$ cat src/rtl/rfalu_pkg.sv
package rfalu_pkg;

  localparam int OPC_W = 5;
  localparam int SHC_W = 4;

  typedef enum logic [OPC_W-1:0] {
    OP_LOAD  = 5'b00000,
    OP_AND   = 5'b00101,
    OP_OR    = 5'b00110,
    OP_XOR   = 5'b00111,
    OP_TEST  = 5'b01001,
    OP_CMP   = 5'b01010,
    OP_ADD   = 5'b01100,
    OP_ADDC  = 5'b01101,
    OP_SUB   = 5'b01110,
    OP_SUBC  = 5'b01111,
    OP_SHIFT = 5'b10000
  } opcode_e;

  // shift-group sub-codes in the low instruction bits
  localparam logic [SHC_W-1:0] SH_L_CARRY = 4'b0000;
  localparam logic [SHC_W-1:0] SH_L_ROT   = 4'b0010;
  localparam logic [SHC_W-1:0] SH_L_KEEP  = 4'b0100;
  localparam logic [SHC_W-1:0] SH_L_ZERO  = 4'b0110;
  localparam logic [SHC_W-1:0] SH_L_ONE   = 4'b0111;
  localparam logic [SHC_W-1:0] SH_R_CARRY = 4'b1000;
  localparam logic [SHC_W-1:0] SH_R_KEEP  = 4'b1010;
  localparam logic [SHC_W-1:0] SH_R_ROT   = 4'b1100;
  localparam logic [SHC_W-1:0] SH_R_ZERO  = 4'b1110;
  localparam logic [SHC_W-1:0] SH_R_ONE   = 4'b1111;

  typedef enum logic [2:0] {
    CL_NONE,
    CL_MOVE,
    CL_BITWISE,
    CL_PARITY,
    CL_ADDER,
    CL_SUBTR,
    CL_SHIFT
  } class_e;

  typedef enum logic [1:0] {
    BW_AND,
    BW_OR,
    BW_XOR
  } bitop_e;

  typedef struct packed {
    class_e cls;
    bitop_e bitop;
    logic   with_carry;
    logic   writes;
    logic   flags;
  } ctl_t;

endpackage

$ cat src/rtl/rfalu_decode.sv
module rfalu_decode
  import rfalu_pkg::*;
#(
  parameter int DATA_W = 8,
  parameter int REG_AW = 4,
  localparam int INSTR_W = OPC_W + 1 + REG_AW + DATA_W
) (
  input  logic [INSTR_W-1:0] instr,
  output ctl_t               ctl,
  output logic               sel_reg,
  output logic [REG_AW-1:0]  x_addr,
  output logic [REG_AW-1:0]  y_addr,
  output logic [DATA_W-1:0]  imm
);

  localparam int SEL_BIT = INSTR_W - OPC_W - 1;

  logic [OPC_W-1:0] op_bits;

  assign op_bits = instr[INSTR_W-1 -: OPC_W];
  assign sel_reg = instr[SEL_BIT];
  assign x_addr  = instr[DATA_W +: REG_AW];
  assign y_addr  = instr[DATA_W-1 -: REG_AW];
  assign imm     = instr[DATA_W-1:0];

  always_comb begin
    ctl            = '0;
    ctl.cls        = CL_NONE;
    ctl.bitop      = BW_AND;
    case (op_bits)
      OP_LOAD: begin
        ctl.cls    = CL_MOVE;
        ctl.writes = 1'b1;
      end
      OP_AND, OP_OR, OP_XOR: begin
        ctl.cls    = CL_BITWISE;
        ctl.writes = 1'b1;
        ctl.flags  = 1'b1;
        ctl.bitop  = (op_bits == OP_AND) ? BW_AND :
                     (op_bits == OP_OR)  ? BW_OR  : BW_XOR;
      end
      OP_TEST: begin
        ctl.cls   = CL_PARITY;
        ctl.flags = 1'b1;
      end
      OP_CMP: begin
        ctl.cls   = CL_SUBTR;
        ctl.flags = 1'b1;
      end
      OP_ADD, OP_ADDC: begin
        ctl.cls        = CL_ADDER;
        ctl.writes     = 1'b1;
        ctl.flags      = 1'b1;
        ctl.with_carry = (op_bits == OP_ADDC);
      end
      OP_SUB, OP_SUBC: begin
        ctl.cls        = CL_SUBTR;
        ctl.writes     = 1'b1;
        ctl.flags      = 1'b1;
        ctl.with_carry = (op_bits == OP_SUBC);
      end
      OP_SHIFT: begin
        ctl.cls    = CL_SHIFT;
        ctl.writes = 1'b1;
        ctl.flags  = 1'b1;
      end
      default: ctl.cls = CL_NONE;
    endcase
  end

endmodule

$ cat src/rtl/rfalu_regfile.sv
module rfalu_regfile #(
  parameter int DATA_W = 8,
  parameter int REG_AW = 4,
  localparam int NUM_REGS = 1 << REG_AW
) (
  input  logic              clk,
  input  logic              rst,
  input  logic              we,
  input  logic [REG_AW-1:0] waddr,
  input  logic [DATA_W-1:0] wdata,
  input  logic [REG_AW-1:0] xa_addr,
  output logic [DATA_W-1:0] xa_data,
  input  logic [REG_AW-1:0] ya_addr,
  output logic [DATA_W-1:0] ya_data,
  input  logic [REG_AW-1:0] obs_addr,
  output logic [DATA_W-1:0] obs_q
);

  // storage without reset so it maps onto distributed RAM
  logic [DATA_W-1:0] mem [NUM_REGS];

  always_ff @(posedge clk) begin
    if (we) mem[waddr] <= wdata;
  end

  assign xa_data = mem[xa_addr];
  assign ya_data = mem[ya_addr];

  always_ff @(posedge clk) begin
    if (rst) obs_q <= '0;
    else     obs_q <= mem[obs_addr];
  end

endmodule

$ cat src/rtl/rfalu_arith.sv
module rfalu_arith
  import rfalu_pkg::*;
#(
  parameter int DATA_W = 8
) (
  input  class_e            cls,
  input  bitop_e            bitop,
  input  logic              with_carry,
  input  logic              cin,
  input  logic [DATA_W-1:0] a,
  input  logic [DATA_W-1:0] b,
  output logic [DATA_W-1:0] res,
  output logic              cout
);

  logic [DATA_W:0]   sum;
  logic [DATA_W:0]   diff;
  logic [DATA_W:0]   cx;
  logic [DATA_W-1:0] bw;
  logic [DATA_W-1:0] conj;

  assign cx   = {{DATA_W{1'b0}}, with_carry & cin};
  assign sum  = {1'b0, a} + {1'b0, b} + cx;
  assign diff = {1'b0, a} - {1'b0, b} - cx;
  assign conj = a & b;

  always_comb begin
    case (bitop)
      BW_OR:   bw = a | b;
      BW_XOR:  bw = a ^ b;
      default: bw = conj;
    endcase
  end

  always_comb begin
    case (cls)
      CL_BITWISE: begin res = bw;               cout = 1'b0;         end
      CL_PARITY:  begin res = conj;             cout = ^conj;        end
      CL_ADDER:   begin res = sum[DATA_W-1:0];  cout = sum[DATA_W];  end
      CL_SUBTR:   begin res = diff[DATA_W-1:0]; cout = diff[DATA_W]; end
      default:    begin res = b;                cout = cin;          end
    endcase
  end

endmodule

$ cat src/rtl/rfalu_shift.sv
module rfalu_shift
  import rfalu_pkg::*;
#(
  parameter int DATA_W = 8
) (
  input  logic [SHC_W-1:0]  code,
  input  logic              cin,
  input  logic [DATA_W-1:0] a,
  output logic [DATA_W-1:0] res,
  output logic              cout,
  output logic              ok
);

  localparam int MSB = DATA_W - 1;

  logic fill;
  logic left;

  always_comb begin
    ok   = 1'b1;
    left = 1'b1;
    fill = 1'b0;
    case (code)
      SH_L_CARRY: fill = cin;
      SH_L_ROT:   fill = a[MSB];
      SH_L_KEEP:  fill = a[0];
      SH_L_ZERO:  fill = 1'b0;
      SH_L_ONE:   fill = 1'b1;
      SH_R_CARRY: begin left = 1'b0; fill = cin;    end
      SH_R_KEEP:  begin left = 1'b0; fill = a[MSB]; end
      SH_R_ROT:   begin left = 1'b0; fill = a[0];   end
      SH_R_ZERO:  begin left = 1'b0; fill = 1'b0;   end
      SH_R_ONE:   begin left = 1'b0; fill = 1'b1;   end
      default:    ok = 1'b0;
    endcase
  end

  always_comb begin
    if (left) begin
      res  = {a[MSB-1:0], fill};
      cout = a[MSB];
    end else begin
      res  = {fill, a[MSB:1]};
      cout = a[0];
    end
  end

endmodule

$ cat src/rtl/rf_alu_core.sv
module rf_alu_core
  import rfalu_pkg::*;
#(
  parameter int DATA_W = 8,
  parameter int REG_AW = 4,
  localparam int INSTR_W = OPC_W + 1 + REG_AW + DATA_W
) (
  input  logic               clk,
  input  logic               rst,
  input  logic               en,
  input  logic               instr_valid,
  input  logic [INSTR_W-1:0] instr,
  input  logic [REG_AW-1:0]  rd_addr,
  output logic [DATA_W-1:0]  rd_data,
  output logic               flag_z,
  output logic               flag_c
);

  ctl_t              ctl;
  logic              sel_reg;
  logic [REG_AW-1:0] x_addr;
  logic [REG_AW-1:0] y_addr;
  logic [DATA_W-1:0] imm;
  logic [DATA_W-1:0] x_val;
  logic [DATA_W-1:0] y_val;
  logic [DATA_W-1:0] opnd;
  logic [DATA_W-1:0] ar_res;
  logic              ar_c;
  logic [DATA_W-1:0] sh_res;
  logic              sh_c;
  logic              sh_ok;
  logic [DATA_W-1:0] result;
  logic              res_c;
  logic              legal;
  logic              go;
  logic              wr_en;
  logic              flag_upd;
  logic [OPC_W-1:0]  op_field;

  assign op_field = instr[INSTR_W-1 -: OPC_W];

  rfalu_decode #(.DATA_W(DATA_W), .REG_AW(REG_AW)) u_dec (
    .instr   (instr),
    .ctl     (ctl),
    .sel_reg (sel_reg),
    .x_addr  (x_addr),
    .y_addr  (y_addr),
    .imm     (imm)
  );

  rfalu_regfile #(.DATA_W(DATA_W), .REG_AW(REG_AW)) u_rf (
    .clk      (clk),
    .rst      (rst),
    .we       (wr_en),
    .waddr    (x_addr),
    .wdata    (result),
    .xa_addr  (x_addr),
    .xa_data  (x_val),
    .ya_addr  (y_addr),
    .ya_data  (y_val),
    .obs_addr (rd_addr),
    .obs_q    (rd_data)
  );

  assign opnd = sel_reg ? y_val : imm;

  rfalu_arith #(.DATA_W(DATA_W)) u_arith (
    .cls        (ctl.cls),
    .bitop      (ctl.bitop),
    .with_carry (ctl.with_carry),
    .cin        (flag_c),
    .a          (x_val),
    .b          (opnd),
    .res        (ar_res),
    .cout       (ar_c)
  );

  rfalu_shift #(.DATA_W(DATA_W)) u_shift (
    .code (imm[SHC_W-1:0]),
    .cin  (flag_c),
    .a    (x_val),
    .res  (sh_res),
    .cout (sh_c),
    .ok   (sh_ok)
  );

  assign result   = (ctl.cls == CL_SHIFT) ? sh_res : ar_res;
  assign res_c    = (ctl.cls == CL_SHIFT) ? sh_c   : ar_c;
  assign legal    = (ctl.cls != CL_NONE) && ((ctl.cls != CL_SHIFT) || sh_ok);
  assign go       = en && instr_valid;
  assign wr_en    = go && legal && ctl.writes;
  assign flag_upd = go && legal && ctl.flags;

  always_ff @(posedge clk) begin
    if (rst) begin
      flag_z <= 1'b0;
      flag_c <= 1'b0;
    end else if (flag_upd) begin
      flag_z <= (result == '0);
      flag_c <= res_c;
    end
  end

endmodule

$ cat config.mk
export PLATFORM = sky130hd
export DESIGN_NAME = rf_alu_core
export DESIGN_NICKNAME = d
export VERILOG_FILES = /design/src/rtl/rfalu_pkg.sv /design/src/rtl/rfalu_decode.sv /design/src/rtl/rfalu_regfile.sv /design/src/rtl/rfalu_arith.sv /design/src/rtl/rfalu_shift.sv /design/src/rtl/rf_alu_core.sv
export SDC_FILE = /design/constraint.sdc
export NUM_CORES = 1
export LEC_CHECK = 0
export ABC_AREA = 1
export BUFFER_PORTS_ARGS = -buffer_cell sky130_fd_sc_hd__buf_2
export CAP_MARGIN = 30
export CORE_UTILIZATION = 45
export DETAILED_ROUTE_END_ITERATION = 12
export PLACE_DENSITY = 0.59
export SLEW_MARGIN = 20
export SYNTH_ARGS = -nofsm -noshare
export SYNTH_HDL_FRONTEND = slang
export SYNTH_SLANG_ARGS = --single-unit
$ cat constraint.sdc
create_clock -name clk -period 5.05 [get_ports clk]
set_clock_uncertainty 0.2 [all_clocks]
set_input_delay 1.01 -clock clk [delete_from_list [all_inputs] [get_ports clk]]
set_output_delay 1.01 -clock clk [all_outputs]
set_load 0.05 [all_outputs]
==> flow_metrics.tcl <==
set metrics [dict create \
    status "finished, final reports clean" \
    setup_ws_ns 0.434 \
    grt_max_degree 62 \
    drv_cap 0 \
    drive_gt1_share_pct 11.1 \
    p_total_mw 3.33 \
    min_path_type "flop to flop" \
    min-delay-start "flag_z" \
    placed_cell_area_um2 10500 \
    tightestPinTransition_ns 0.959 \
    avgSynthCellArea_um2 7.33 \
    portBuffers 35 \
    synthCells 1329 \
    antenna_found_initial 0 \
    ys_warn_count 0 \
    fin_tns_setup_ns 0 \
    fp.dieH_um 149 \
    setup_violations 0 \
    dp_slack_ns 0.0939 \
    synth_fp_nets 1389 \
    grt_pass1_vias 9185 \
    period_share_pct 91.4 \
    startpoint_type "input port" \
    die_area_um2 22300 \
    synth_top_area_share_pct 39.4 \
    ys.flop_type "edfxtp_1" \
    dp_hpwl_mm 26.4 \
    cts_setup_buffers 0 \
    fin_area_um2 11100 \
    netlist_area_um2 9750 \
    gp_congestion 1.01 \
    cts_buffer_depth 2 \
    path_clk_slew_ns 0.07 \
    drt_pre_antenna_iters 6 \
    rsz0062_at_grt "no" \
    fin_nets 1446 \
    grt_pass1_wl_mm 55.0 \
    grtUsageTotal_pct 33.8 \
    num_antenna_cells 0 \
    period_minus_slack_ns 4.62 \
    hold_depth 2 \
    rows 53 \
    rr_endpoint "u_rf.mem[4][4]" \
    cp_max_fo 13 \
    clock_sinks 138 \
    synth_edf_count 128 \
    drt_wl_total_mm 36.4 \
    area_growth_pct 13.9 \
    grt-busiest-layer "met2" \
    core-area_um2 21200 \
    crit_required_ns 5.22 \
    postSynth.asyncResetShare_pct 0 \
    fillers 2069 \
    reg2reg_slack_ns 1.21 \
    io_pins 36 \
    synth_top_cell_by_area "edfxtp_1" \
    grt_util_met3_pct 6.27 \
    layout.cells.non_filler 1674 \
    start_util_pct 46.1 \
    r2r-start "u_rf.mem[2][0]" \
    arrival_ns 4.78 \
    wire_per_inst_um 21.8 \
    chipWidth_um 149 \
    use_met2_pct 51.5 \
    gr-usage-met1_pct 46.5 \
    post-route-drc-count 0 \
    htreeDepth 4 \
    root_buffer "clkbuf_16" \
    hold_buffers 0 \
    powerDensity_nw_per_um2 300 \
    postRouteAntennaNets 0 \
    cts_resized 0 \
    ys_seq_area_share_pct 41.5 \
    overflow 0 \
    synth_cell_types 41 \
    synth-seq-cells 138 \
    cts-buffers-inserted 17 \
    dp_cells 1642 \
    synth.most_common_cell "nand2_1" \
    finish.utilization_pct 52.5 \
    crit_type "input port to flop" \
    via_per_inst 5.91 \
    cts_tree "done" \
    fmax_mhz 217 \
    p_leak_nw 4.85 \
    worstRegToRegCells 18 \
    ys_top_cells_by_count "nand2_1 (379), inv_1 (143), nand3_1 (137)" \
    synth_area_leaders "edfxtp_1 (39%), nand2_1 (15%), nand3_1 (7.0%), o21ai_0 (6.8%), inv_1 (5.5%)" \
    route.vias.total 9891 \
    hold_violations 0 \
    maxSlewViolCount 0 \
    drt-initial-drc-count 1166 \
    whs_ns 0.273 \
    clk_latency_ns 0.43 \
    crit_path_end_kind "flop" \
    whs_endpoint "flag_z" \
    irDropWorstVdd_uv 220 \
    relSlewSlack_pct 36.0 \
]
## cell families after synthesis
kind of cell / share of synthesized area, %
compound gates: 16.8
xor+xnor: 0.719
fa+ha+maj: 4.67
buf+inv: 8.84
flops: 41.5
simple gates: 27.5
## cell type report
type	instances	area [um2]	area share, %
well taps	275	344	3.10
flip-flops and latches	138	4040	36.4
clock buffers	20	447	4.02
inverters	151	567	5.11
clock inverters	12	136	1.23
repair buffers	103	723	6.51
multi-input cells	975	4840	43.6
## worst max-delay path: stages
cell	delay [ns]
buf_2	0.22
buf_4	0.22
nand2_4	0.15
inv_1	0.17
buf_4	0.20
nand2_1	0.05
nand3_1	0.08
nand2_1	0.06
nand2_1	0.06
nor2_2	0.30
ha_1	0.41
ha_1	0.41
nand2_1	0.08
inv_1	0.09
nand4_1	0.14
nand3_1	0.12
nand2_1	0.08
nand3_1	0.07
nand3_1	0.12
nand3_1	0.09
nand2_1	0.10
nor2_1	0.11
nand3_1	0.09
nor2_1	0.09
nand3_1	0.11
a21oi_1	0.13
## cell usage in the layout, fill, tap and decap left out, types with 7 or more instances in the layout
master / n
buf_4: 65
a21oi_1: 95
inv_1: 143
o221ai_1: 8
ha_1: 30
nand3_1: 137
buf_2: 35
dfxtp_1: 10
edfxtp_1: 128
nor2_1: 82
inv_2: 7
nand2_1: 379
o21ai_1: 10
o211ai_1: 34
nor2_2: 7
clkbuf_16: 17
o21ai_0: 133
nand4_1: 20
## flip-flops by register name (all words and copies together), names as in the netlist
register / cells
u_rf.mem: 128
flag_z: 1
u_rf.obs_q: 8
flag_c: 1
## where the power goes
group          internal (mW)  total (mW)  switching, mW
sequential              1.29        1.30        0.00242
combinational          0.231       0.752          0.521
clock                  0.748        1.28          0.537
total                   2.27        3.33           1.06
## worst max-delay path by stage
stage / from / end / slack [ns] / cells after the start
after global placement: instr[8] / flag_z / 0.09 / 26
after global routing: instr[8] / u_rf.mem[4][4] / 0.24 / 20
after CTS: instr[8] / flag_z / 0.53 / 26
after floorplan: instr[4] / flag_z / 0.78 / 20
after detailed placement: instr[8] / flag_z / 0.09 / 26
final: instr[8] / flag_z / 0.43 / 26
## routing by layer
layer,vias up,wire length [um]
li1,4613,-
met1,4590,15300
met2,583,16100
met3,105,3510
met4,0,1510
met5,-,0
Note: power is estimated with default switching activity, not from simulation.
